**src/rtl/abacus_pkg.sv**
```systemverilog
package abacus_pkg;
  localparam int DIGIT_BITS = 2;
  localparam int BEAD_BITS  = 3;
  localparam int MERGE_BITS = 2 * BEAD_BITS;
  localparam int UNIT_BITS  = 4;
  localparam int UNIT_DIGITS = UNIT_BITS / DIGIT_BITS;

  typedef logic [BEAD_BITS-1:0]  beadT;
  typedef logic [MERGE_BITS-1:0] mergeT;

  // lookahead strobes handed from a digit to its unit
  typedef struct packed {
    logic gen;
    logic prop;
  } digitLaT;

  function automatic beadT encodePair(input logic [DIGIT_BITS-1:0] pair);
    beadT beads;
    beads[2] = pair[1] & pair[0];
    beads[1] = pair[1];
    beads[0] = pair[1] | pair[0];
    return beads;
  endfunction
endpackage

```
**src/rtl/abacus_digit.sv**
```systemverilog
module abacus_digit
  import abacus_pkg::*;
(
  input  logic [DIGIT_BITS-1:0] aPair,
  input  logic [DIGIT_BITS-1:0] bPair,
  input  logic                  carryIn,
  output logic [DIGIT_BITS-1:0] sumPair,
  output digitLaT               laTerms
);
  beadT  aBeads;
  beadT  bBeads;
  mergeT kSum;

  assign aBeads = encodePair(aPair);
  assign bBeads = encodePair(bPair);

  // the addend's bead row selects how far the augend's beads move up
  always_comb begin
    case (aBeads)
      3'b000:  kSum = {3'b000, bBeads};
      3'b001:  kSum = {2'b00, bBeads, 1'b1};
      3'b011:  kSum = {1'b0, bBeads, 2'b11};
      default: kSum = {bBeads, 3'b111};
    endcase
  end

  // parity of the total gives bit 0; bit 1 is set for totals 2,3,6,7
  always_comb begin
    sumPair[0] = (^kSum) ^ carryIn;
    if (carryIn)
      sumPair[1] = (kSum[0] & ~kSum[2]) | kSum[4];
    else
      sumPair[1] = (kSum[1] & ~kSum[3]) | kSum[5];
  end

  assign laTerms.gen  = kSum[3];
  assign laTerms.prop = kSum[2];

  always_comb begin

    bead_code_chk: assert ((((aBeads + 3'd1) & aBeads) == 3'd0) &&
                           ($countones(aBeads) == int'(aPair)))
      else $error("bead row not a thermometer of its digit");

    merge_thermo_chk: assert ((((kSum + 6'd1) & kSum) == 6'd0) &&
                              ($countones(kSum) == int'(aPair) + int'(bPair)))
      else $error("merged total malformed");

    digit_sum_chk: assert (int'(sumPair) == (($countones(kSum) + int'(carryIn)) % 4))
      else $error("digit result disagrees with bead total");

    digit_carry_chk: assert ((laTerms.gen | (laTerms.prop & carryIn)) ==
                             (($countones(kSum) + int'(carryIn)) >= 4))
      else $error("digit carry disagrees with bead total");
  end
endmodule

```
**src/rtl/abacus_unit4.sv**
```systemverilog
module abacus_unit4
  import abacus_pkg::*;
(
  input  logic [UNIT_BITS-1:0] unitA,
  input  logic [UNIT_BITS-1:0] unitB,
  input  logic                 carryIn,
  output logic [UNIT_BITS-1:0] unitSum,
  output logic                 carryOut
);
  digitLaT              laTerms  [UNIT_DIGITS];
  logic [UNIT_DIGITS-1:0] digitCarry;

  // flat two-level carries inside the unit
  assign digitCarry[0] = carryIn;
  assign digitCarry[1] = laTerms[0].gen | (laTerms[0].prop & carryIn);
  assign carryOut = laTerms[1].gen
                  | (laTerms[1].prop & laTerms[0].gen)
                  | (laTerms[1].prop & laTerms[0].prop & carryIn);

  for (genvar d = 0; d < UNIT_DIGITS; d++) begin : g_digit
    abacus_digit u_digit (
      .aPair   (unitA[d*DIGIT_BITS +: DIGIT_BITS]),
      .bPair   (unitB[d*DIGIT_BITS +: DIGIT_BITS]),
      .carryIn (digitCarry[d]),
      .sumPair (unitSum[d*DIGIT_BITS +: DIGIT_BITS]),
      .laTerms (laTerms[d])
    );
  end

  always_comb begin

    unit_sum_chk: assert ({carryOut, unitSum} ==
                          ({1'b0, unitA} + {1'b0, unitB} + {4'd0, carryIn}))
      else $error("unit total wrong");
  end
endmodule

```
**src/rtl/abacus_la_adder.sv**
```systemverilog
module abacus_la_adder
  import abacus_pkg::*;
#(
  parameter int WIDTH = 32
) (
  input  logic [WIDTH-1:0] opA,
  input  logic [WIDTH-1:0] opB,
  input  logic             carryIn,
  output logic [WIDTH-1:0] sumOut,
  output logic             carryOut
);
  localparam int NUM_UNITS = WIDTH / UNIT_BITS;

  logic [NUM_UNITS:0] groupCarry;
  logic [WIDTH:0]     refTotal;

  assign groupCarry[0] = carryIn;

  for (genvar u = 0; u < NUM_UNITS; u++) begin : g_unit
    abacus_unit4 u_unit (
      .unitA    (opA[u*UNIT_BITS +: UNIT_BITS]),
      .unitB    (opB[u*UNIT_BITS +: UNIT_BITS]),
      .carryIn  (groupCarry[u]),
      .unitSum  (sumOut[u*UNIT_BITS +: UNIT_BITS]),
      .carryOut (groupCarry[u+1])
    );
  end

  assign carryOut = groupCarry[NUM_UNITS];
  assign refTotal = {1'b0, opA} + {1'b0, opB} + {{WIDTH{1'b0}}, carryIn};

  always_comb begin

    word_sum_chk: assert ({carryOut, sumOut} == refTotal)
      else $error("word total wrong");
  end
endmodule

```
**config.mk**
```make
export PLATFORM = sky130hd
export DESIGN_NAME = abacus_la_adder
export DESIGN_NICKNAME = d
export VERILOG_FILES = /design/src/rtl/abacus_pkg.sv /design/src/rtl/abacus_digit.sv /design/src/rtl/abacus_unit4.sv /design/src/rtl/abacus_la_adder.sv
export SDC_FILE = /design/constraint.sdc
export NUM_CORES = 1
export LEC_CHECK = 0
export ABC_AREA = 1
export BUFFER_PORTS_ARGS = -buffer_cell sky130_fd_sc_hd__buf_2
export CORE_ASPECT_RATIO = 0.7
export CORE_MARGIN = 2
export CORE_UTILIZATION = 40
export DETAILED_ROUTE_END_ITERATION = 8
export PLACE_DENSITY_LB_ADDON = 0.15
export SLEW_MARGIN = 20
export SYNTH_ARGS = -nofsm -noshare
export SYNTH_HDL_FRONTEND = slang
export SYNTH_SLANG_ARGS = --single-unit
```
**constraint.sdc**
```tcl
create_clock -name vclk -period 1.9
set_clock_uncertainty 0.15 [all_clocks]
set_input_delay 0.095 -clock vclk [all_inputs]
set_output_delay 0.095 -clock vclk [all_outputs]
set_load 0.05 [all_outputs]
```
==> results of run 1 <==
## path summary, 6_finish.rpt
kind / slack (ns) / end
max: -0.39 / sumOut[31]
min: 0.52 / sumOut[1]
## through the flow
step / cell area (um2) / std cells
floorplan: 4444 / 644
global placement: 6185 / 1015
detailed placement: 6185 / 1015
CTS: 7033 / 1029
global route: 7356 / 1034
finish: 7356 / 1034
## what timing repair did
| item | CTS | global route |
|---|---|---|
| pin swaps | 63 | 41 |
| endpoints found under the hold margin | 0 | 0 |
| gates resized for setup | 183 | 67 |
| setup buffers | 15 | 9 |
| setup endpoints to repair | 29 | 30 |
## report_power, final
part           total, W  internal [W]  switching (W)
registers             0             0              0
clock network         0             0              0
logic           0.00396       0.00170        0.00226
total           0.00396       0.00170        0.00226
## kinds of logic (layout without fill, tap and decap cells)
family	Yosys count	in the layout
adder cells (fa/ha/maj)	64	64
XOR/XNOR	55	55
AO/OA/AOI/OAI	172	172
AND/OR/NAND/NOR	220	220
buffers and inverters	133	395
## Yosys cell counts (5+ instances only)
library cell / instances / area share
sky130_fd_sc_hd__a21oi_1: 56 / 0.072
sky130_fd_sc_hd__xor2_1: 45 / 0.10
sky130_fd_sc_hd__nand3_1: 17 / 0.022
sky130_fd_sc_hd__o21ai_0: 47 / 0.061
sky130_fd_sc_hd__a22oi_1: 11 / 0.021
sky130_fd_sc_hd__xnor2_1: 10 / 0.023
sky130_fd_sc_hd__ha_1: 64 / 0.21
sky130_fd_sc_hd__nand2_4: 10 / 0.029
sky130_fd_sc_hd__o21a_1: 5 / 0.0097
sky130_fd_sc_hd__nor2_1: 49 / 0.047
sky130_fd_sc_hd__nand2_1: 126 / 0.12
sky130_fd_sc_hd__nand2_2: 9 / 0.015
sky130_fd_sc_hd__o211ai_1: 12 / 0.023
sky130_fd_sc_hd__o22ai_1: 6 / 0.0097
sky130_fd_sc_hd__inv_1: 122 / 0.12
sky130_fd_sc_hd__a211oi_1: 8 / 0.016
## layer usage
metal / routed length, um / part of all wire
met2: 6137 / 0.51
met4: 112 / 0.0094
met3: 432 / 0.036
met5: 0 / 0
met1: 5286 / 0.44
## cell type report
cell class         count  share of cell area
well taps            128             0.02177
repair buffers       268              0.2939
inverters            127             0.07042
multi-input cells    511              0.6139
==> metrics, run 1 <==
kind of critical path in2out; storage element area 0 um2; compound-gate portion of the synthesized area 0.2755; layout filler cell count between 600 and 700; pin count of the biggest net entering global routing 8; Worst Path Arrival 2.05 ns; Synth Net Count 773; Antenna diodes 0; share of cells above drive strength 1 0.5000; Buf/Inv on CP 3; total global-route track usage 0.2203; min setup slack post-route -0.3919 ns; worst hold path startpoint carryIn; count of cell instances traversed by the critical path 17; kind of launch point of the worst setup path primary input; Syn-to-layout area delta 89.89%; list of cells traversed by the critical path buf_2 > inv_1 > ha_1 > a21oi_1 > o211ai_1 > a21oi_2 > nand2_4 > nand2_4 > nand2_8 > nand2_4 > nand2_4 > nand2_4 > nand3_4 > nand2_4 > nand2_4 > nand2_4 > buf_8; initial core utilization 0.4047; XOR/XNOR Fraction of Synth Area 0.1244; first-pass GRT wire length just over 20000 um; horizontal extent of the die ~120 um; area of the multi-input gates around 4500 um2; Period minus WS final approximately 2.3 ns; share of the clock period used by the worst path 1.206; wirelength, routed around 12000 um; via count between 5000 and 6000; number of antenna violations at the first check in global routing 0; synthesized area per cell 6.015 um2; Worst slew margin 0.7199; number of nets in the finished design 1037; number of buffers inserted by port buffering 98; crit-path max FO 4; area share of fa/ha/maj cells after synthesis 0.2067; data required time of the worst path 1.65 ns; final count of hold timing violations 0; GR peak layer met2; number of violations of the max-capacitance limit 0; placer's final routability congestion estimate between 0.8 and 0.9; highest-count cells in the layout ignoring fill and taps 155 x sky130_fd_sc_hd__buf_4, 106 x sky130_fd_sc_hd__nand2_1, 100 x sky130_fd_sc_hd__inv_1; met2 capacity usage during global routing 0.4265; most common cell after layout, fill and taps aside sky130_fd_sc_hd__buf_4; Distinct cells, synth 41; met1 Use GR 0.2789; Worst path most repeated cell sky130_fd_sc_hd__nand2_4; Total Negative Setup Slacks -6.254 ns; Post-CTS Hold Buffers 0; total of endpoints with negative setup slack in the final report 25; routed wirelength normalized by instance count about 12 um; combinational family with the most area after synthesis compound AO/OA/AOI/OAI gates; synth warn 0; worst slew pin tran ~0.42 ns; multiplexer share of the synthesized area 0; Critical Path Source opA[15]; area enclosed by the die boundary between 10000 and 15000 um2; vias per cell 4.851; number of flip-flops and latches 0; Cells after Synth between 600 and 700; simple-gate share of the synthesized area 0.2616; portion of the post-synthesis area used by sequential elements 0; Total Power between 0.003 and 0.004 W; standby leakage power around 3.7 nW; count of pins over their slew limit 0; Post-DP HPWL around 9500 um; Post-route DRC 0; Layout clock buffers 0; post-route antenna net violation count 0; height of the die roughly 86 um; number of top-level design ports between 90 and 100; achievable frequency between 0.4 and 0.5 GHz; Largest stage delay, worst path between 0.2 and 0.25 ns; violation count after the first detailed-routing iteration ~220; total number of placement rows 30; Critical-path top delay cell sky130_fd_sc_hd__a21oi_2; vias in the first global route ~4900; gr ovfl total 0; core area ~9600 um2; post-synth design cell area slightly below 4000 um2; first drt pass iteration count 4; worst-case vdd ir drop 0.0005363 V; core occupancy in the finished layout 0.7685; power per cell area 538.3 nW/um2; met3 demand-to-capacity share in global routing 0.01250; family with the most delay on the worst path simple AND/OR/NAND/NOR gates; Hold Crit Class in2out; Worst Setup End Kind output pin; worst hold stages 5; setup repair after global routing missed its margin true; violations in the final reports setup timing; post-route worst hold slack between 0.5 and 0.6 ns; setup slack at placement -0.6150 ns; run status complete, but fails checks
No activity file was read; power rests on OpenSTA's default activity.
==> run 2: changes to the inputs <==
--- a/config.mk
+++ b/config.mk
@@ -12,6 +12,7 @@
 export CORE_UTILIZATION = 40
 export DETAILED_ROUTE_END_ITERATION = 8
 export PLACE_DENSITY_LB_ADDON = 0.15
+export REMOVE_ABC_BUFFERS = 1
 export SLEW_MARGIN = 20
 export SYNTH_ARGS = -nofsm -noshare
 export SYNTH_HDL_FRONTEND = slang
==> metrics, run 2 (same netlist as run 1, synthesis figures left out) <==
total global-route track usage 0.2273; Post-DP HPWL 9108 um; number of nets in the finished design between 1000 and 1500; setup repair after global routing missed its margin true; worst-case vdd ir drop 0.0004566 V; achievable frequency ~0.42 GHz; Worst Hold Path EP sumOut[1]; placed cell count 986; violations in the final reports setup timing; total number of placement rows 30; Worst Setup End Kind output pin; Largest stage delay, worst path 0.25 ns; Worst Path Arrival 2.12 ns; pin count of the biggest net entering global routing 9; violation count after the first detailed-routing iteration roughly 230; Worst path most repeated cell sky130_fd_sc_hd__nand2_4; final count of hold timing violations 0; count of cell instances traversed by the critical path 19; horizontal extent of the die 121.6 um; Layout clock buffers 0; Total Power approximately 0.0036 W; worst slew pin tran around 0.48 ns; number of top-level design ports 98; share of the clock period used by the worst path 1.244; core occupancy in the finished layout 0.7431; total of endpoints with negative setup slack in the final report 26; routed wirelength normalized by instance count roughly 13 um; worst hold stages 5; gr ovfl total 0; post-route antenna net violation count 0; standby leakage power around 3.5 nW; initial core utilization 0.4047; first-pass GRT wire length just over 20000 um; Critical-path top delay cell sky130_fd_sc_hd__ha_2; core area between 9000 and 10000 um2; data required time of the worst path approximately 1.7 ns; storage element area 0 um2; number of buffers inserted by port buffering just under 100; number of violations of the max-capacitance limit 0; Buf/Inv on CP 5; Total Negative Setup Slacks -7.298 ns; Worst slew margin 0.6798; most common cell after layout, fill and taps aside sky130_fd_sc_hd__buf_4; crit-path max FO 4; Hold Crit Class in2out; height of the die 86.34 um; first drt pass iteration count 5; min setup slack post-route -0.4632 ns; number of flip-flops and latches 0; highest-count cells in the layout ignoring fill and taps 147 x sky130_fd_sc_hd__buf_4, 113 x sky130_fd_sc_hd__nand2_1, 95 x sky130_fd_sc_hd__inv_1; via count 5010; Antenna diodes 0; count of pins over their slew limit 0; wirelength, routed about 13000 um; area enclosed by the die boundary 10500 um2; placer's final routability congestion estimate about 0.93; setup slack at placement -0.5489 ns; family with the most delay on the worst path simple AND/OR/NAND/NOR gates; vias in the first global route 4858; Final Non-Filler Cells between 1000 and 1500; worst hold path startpoint carryIn; kind of critical path in2out; vias per cell between 4 and 5; number of antenna violations at the first check in global routing 0; Syn-to-layout area delta 83.62%; list of cells traversed by the critical path buf_8 > ha_2 > inv_4 > nor2_2 > a31oi_4 > a21oi_4 > nand2_4 > nand2_4 > nand2_4 > nand2_4 > nand2_4 > nand2_4 > nand2_4 > buf_4 > buf_6 > nand2_4 > nand2_4 > xor2_1 > buf_4; power per cell area about 510 nW/um2; Period minus WS final 2.363 ns; run status complete, but fails checks; kind of launch point of the worst setup path primary input; share of cells above drive strength 1 0.4938; Post-route DRC 0
==> run 2: changes by cell type in the layout (fill, tap and decap cells not counted), moves of 8 or more <==
| cell | before | now |
|---|---|---|
| sky130_fd_sc_hd__buf_6 | 46 | 36 |
| sky130_fd_sc_hd__buf_4 | 155 | 147 |
| sky130_fd_sc_hd__xor2_1 | 24 | 35 |
| sky130_fd_sc_hd__inv_4 | 4 | 14 |
==> run 2: worst max-delay path by stage <==
stage,from,to,slack [ns]
3_3_place_gp,opA[7],sumOut[31],-0.48
4_1_cts,opA[1],sumOut[31],-0.38
6_report,opA[5],sumOut[22],-0.46
5_1_grt,opA[5],sumOut[31],-0.57
3_5_place_dp,opA[7],sumOut[31],-0.55
2_1_floorplan,opA[6],sumOut[25],-0.93
==> run 2: repair_timing <==
item	in CTS	in global routing
buffers inserted	25	15
setup endpoints to repair	30	30
hold buffers	0	0
pin swaps	64	47
cloned	0	0
endpoints found under the hold margin	0	0
gates resized for setup	269	108
==> run 2: worst min-delay path: cells and delay by family <==
family / cells / cell delay, ns
buffers and inverters: 3 / 0.40
AOI/OAI and AO/OA: 1 / 0.08
and+or+nand+nor: 1 / 0.06
==> run 2: where the power goes <==
group          switching (W)  internal [W]  leakage [nW]  total [W]
Sequential                 0             0             0          0
Combinational        0.00215       0.00149          3.51    0.00363
Clock                      0             0             0          0
==> run 2: cell type report <==
class                           count  area, um2
Fill cell                         712       2459
Inverter                          127      539.3
Multi-Input combinational cell    511       4347
Tap cell                          128      160.2
Timing Repair Buffer              251       2067
==> run 2: per-layer routing <==
metal  vias up  global-route usage  wire length (um)
li1       2586                   -                 -
met1      2291              0.2835              5642
met2       115              0.4356              6645
met3        18             0.01316               430
met4         0             0.04180               193
met5         -                   0                 0
==> run 2: metrics by stage <==
step	area [um2]	hold WS (ns)
2_1_floorplan	3840	0.4659
5_1_grt	7113	0.6246
3_3_place_gp	5406	0.5376
3_5_place_dp	5406	0.5509
4_1_cts	6583	0.5667
6_report	7113	0.5702
==> run 3: changes to the inputs <==
--- a/config.mk
+++ b/config.mk
@@ -5,8 +5,9 @@
 export SDC_FILE = /design/constraint.sdc
 export NUM_CORES = 1
 export LEC_CHECK = 0
-export ABC_AREA = 1
+export ABC_AREA = 0
 export BUFFER_PORTS_ARGS = -buffer_cell sky130_fd_sc_hd__buf_2
+export CAP_MARGIN = 20
 export CORE_ASPECT_RATIO = 0.7
 export CORE_MARGIN = 2
 export CORE_UTILIZATION = 40
==> metrics, run 3 <==
Layout clock buffers 0; most common cell after layout, fill and taps aside sky130_fd_sc_hd__buf_4; leading cell types by total area after synthesis sky130_fd_sc_hd__ha_1 18%, sky130_fd_sc_hd__o21ai_0 7.8%, sky130_fd_sc_hd__xnor2_1 7.4%, sky130_fd_sc_hd__a21oi_1 7.1%, sky130_fd_sc_hd__nor2_1 7.0%; post-synth design cell area approximately 4400 um2; Worst Hold Path EP sumOut[27]; Post-DP HPWL 10520 um; achievable frequency 0.3699 GHz; worst-case vdd ir drop 0.0004396 V; family with the most delay on the worst path compound AO/OA/AOI/OAI gates; Period minus WS final approximately 2.7 ns; Worst slew margin 0.7196; total global-route track usage 0.2297; count of pins over their slew limit 0; crit-path max FO 5; worst hold path startpoint opB[27]; post-route antenna net violation count 0; setup repair after global routing missed its margin true; final non-filler cell area approximately 7400 um2; vias in the first global route about 5400; post-route worst hold slack around 0.6 ns; data required time of the worst path roughly 1.7 ns; Cells after Synth 683; top cells by instance count after synthesis 82 x sky130_fd_sc_hd__nor2_1, 68 x sky130_fd_sc_hd__o21ai_0, 64 x sky130_fd_sc_hd__ha_1; Largest stage delay, worst path 0.32 ns; Critical-path top delay cell sky130_fd_sc_hd__o311a_4; Worst Setup End Kind output pin; standard cell area after detailed placement ~6000 um2; number of buffers inserted by port buffering between 90 and 100; total of endpoints with negative setup slack in the final report 29; number of violations of the max-capacitance limit 0; cell taking the most area after synthesis sky130_fd_sc_hd__ha_1; synthesized area per cell roughly 6.4 um2; wirelength, routed roughly 15000 um; storage element area 0 um2; standby leakage power between 3 and 4 nW; Worst Path Arrival about 2.5 ns; violation count after the first detailed-routing iteration about 310; placer's final routability congestion estimate 0.8749; pin count of the biggest net entering global routing 12; routed wirelength normalized by instance count 13.86 um; Yosys top cell area share 0.1833; number of antenna violations at the first check in global routing 0; power per cell area 476.3 nW/um2; height of the die 91.44 um; total number of placement rows 31; number of nets in the finished design between 1000 and 1500; Distinct cells, synth 47; first drt pass iteration count 5; portion of the post-synthesis area used by sequential elements 0; kind of critical path in2out; number of flip-flops and latches 0; via count approximately 5800; horizontal extent of the die approximately 130 um; violations in the final reports setup timing; core occupancy in the finished layout 0.7086; share of the clock period used by the worst path 1.423; Worst path most repeated cell sky130_fd_sc_hd__buf_4; kind of launch point of the worst setup path primary input; run status complete, but fails checks; most common cell in the netlist sky130_fd_sc_hd__nor2_1; worst hold stages 4; final count of hold timing violations 0; synth warn 0; gr ovfl total 0; share of cells above drive strength 1 0.4395; Hold Crit Class in2out; number of top-level design ports 98; Antenna diodes 0; Post-route DRC 0; highest-count cells in the layout ignoring fill and taps 194 x sky130_fd_sc_hd__buf_4, 76 x sky130_fd_sc_hd__nor2_1, 56 x sky130_fd_sc_hd__o21ai_0; Buf/Inv on CP 5; first-pass GRT wire length about 24000 um; Syn-to-layout area delta 69.85%; vias per cell between 5 and 6; initial core utilization 0.4172; worst slew pin tran 0.4174 ns; min setup slack post-route -0.8037 ns; area enclosed by the die boundary between 10000 and 15000 um2; list of cells traversed by the critical path buf_12 > inv_8 > ha_4 > a21oi_2 > o21ai_2 > buf_4 > nor4_4 > o31ai_4 > a31oi_4 > buf_4 > o311a_4 > o21ba_4 > mux2i_1 > buf_4; core area ~10000 um2
run 3: report_power, final:
part	internal, W	switching, W
clock	0	0
sequential	0	0
combinational	0.00153	0.00200
run 3: per-stage QoR:
stage / power, W / TNS [ns] / std cells / worst slack [ns]
floorplan: 0.001854 / -25.04 / 633 / -1.330
finish: 0.003535 / -15.69 / 1058 / -0.8037
global route: 0.003744 / -19.05 / 1058 / -0.9072
CTS: 0.003278 / -14.01 / 1046 / -0.7333
detailed placement: 0.002753 / -23.91 / 1026 / -1.102
global placement: 0.002706 / -22.04 / 1026 / -0.9987
run 3: worst min-delay path: stages:
cell and delay, ns:
sky130_fd_sc_hd__buf_2 0.11, sky130_fd_sc_hd__a32oi_1 0.10, sky130_fd_sc_hd__mux2i_1 0.13, sky130_fd_sc_hd__buf_4 0.21
run 3: layout make-up:
| class | instances | area (um2) |
|---|---|---|
| tap | 132 | 165.2 |
| fill | 839 | 3052 |
| inverter | 61 | 286.5 |
| timing repair buffer | 293 | 2303 |
| multi-input combinational | 572 | 4666 |
run 3: how the worst max path moves through the flow:
stage / start / endpoint / slack (ns) / cells past startpoint
3_3_place_gp: opA[18] / sumOut[31] / -1.0 / 12
6_report: opA[5] / sumOut[23] / -0.80 / 14
3_5_place_dp: opA[18] / sumOut[31] / -1.10 / 12
4_1_cts: opA[18] / sumOut[31] / -0.73 / 12
5_1_grt: opA[19] / sumOut[31] / -0.91 / 12
2_1_floorplan: opA[4] / carryOut / -1.33 / 10
run 3: routing by layer:
metal	wire length, um	vias up	track usage
li1	-	2918	-
met1	6758	2686	0.3147
met2	7129	165	0.4171
met3	558	30	0.004125
met4	219	0	0.01812
met5	0	-	0
run 3: what timing repair did:
item                       in CTS  in global routing
cloned                          0                  0
resized for setup             226                 63
buffers inserted               24                 16
hold buffers                    0                  0
pin swaps                      66                 41
setup endpoints to repair      33                 33
run 3: logic make-up after synthesis:
| kind of cell | count (synthesis) | synth area share |
|---|---|---|
| xor gates and xnor gates | 48 | 0.09622 |
| muxes | 12 | 0.02749 |
| buffers and inverters | 111 | 0.09994 |
| and+or+nand+nor | 164 | 0.1615 |
| AOI/OAI and AO/OA | 284 | 0.4316 |
| adders and majority gates | 64 | 0.1833 |
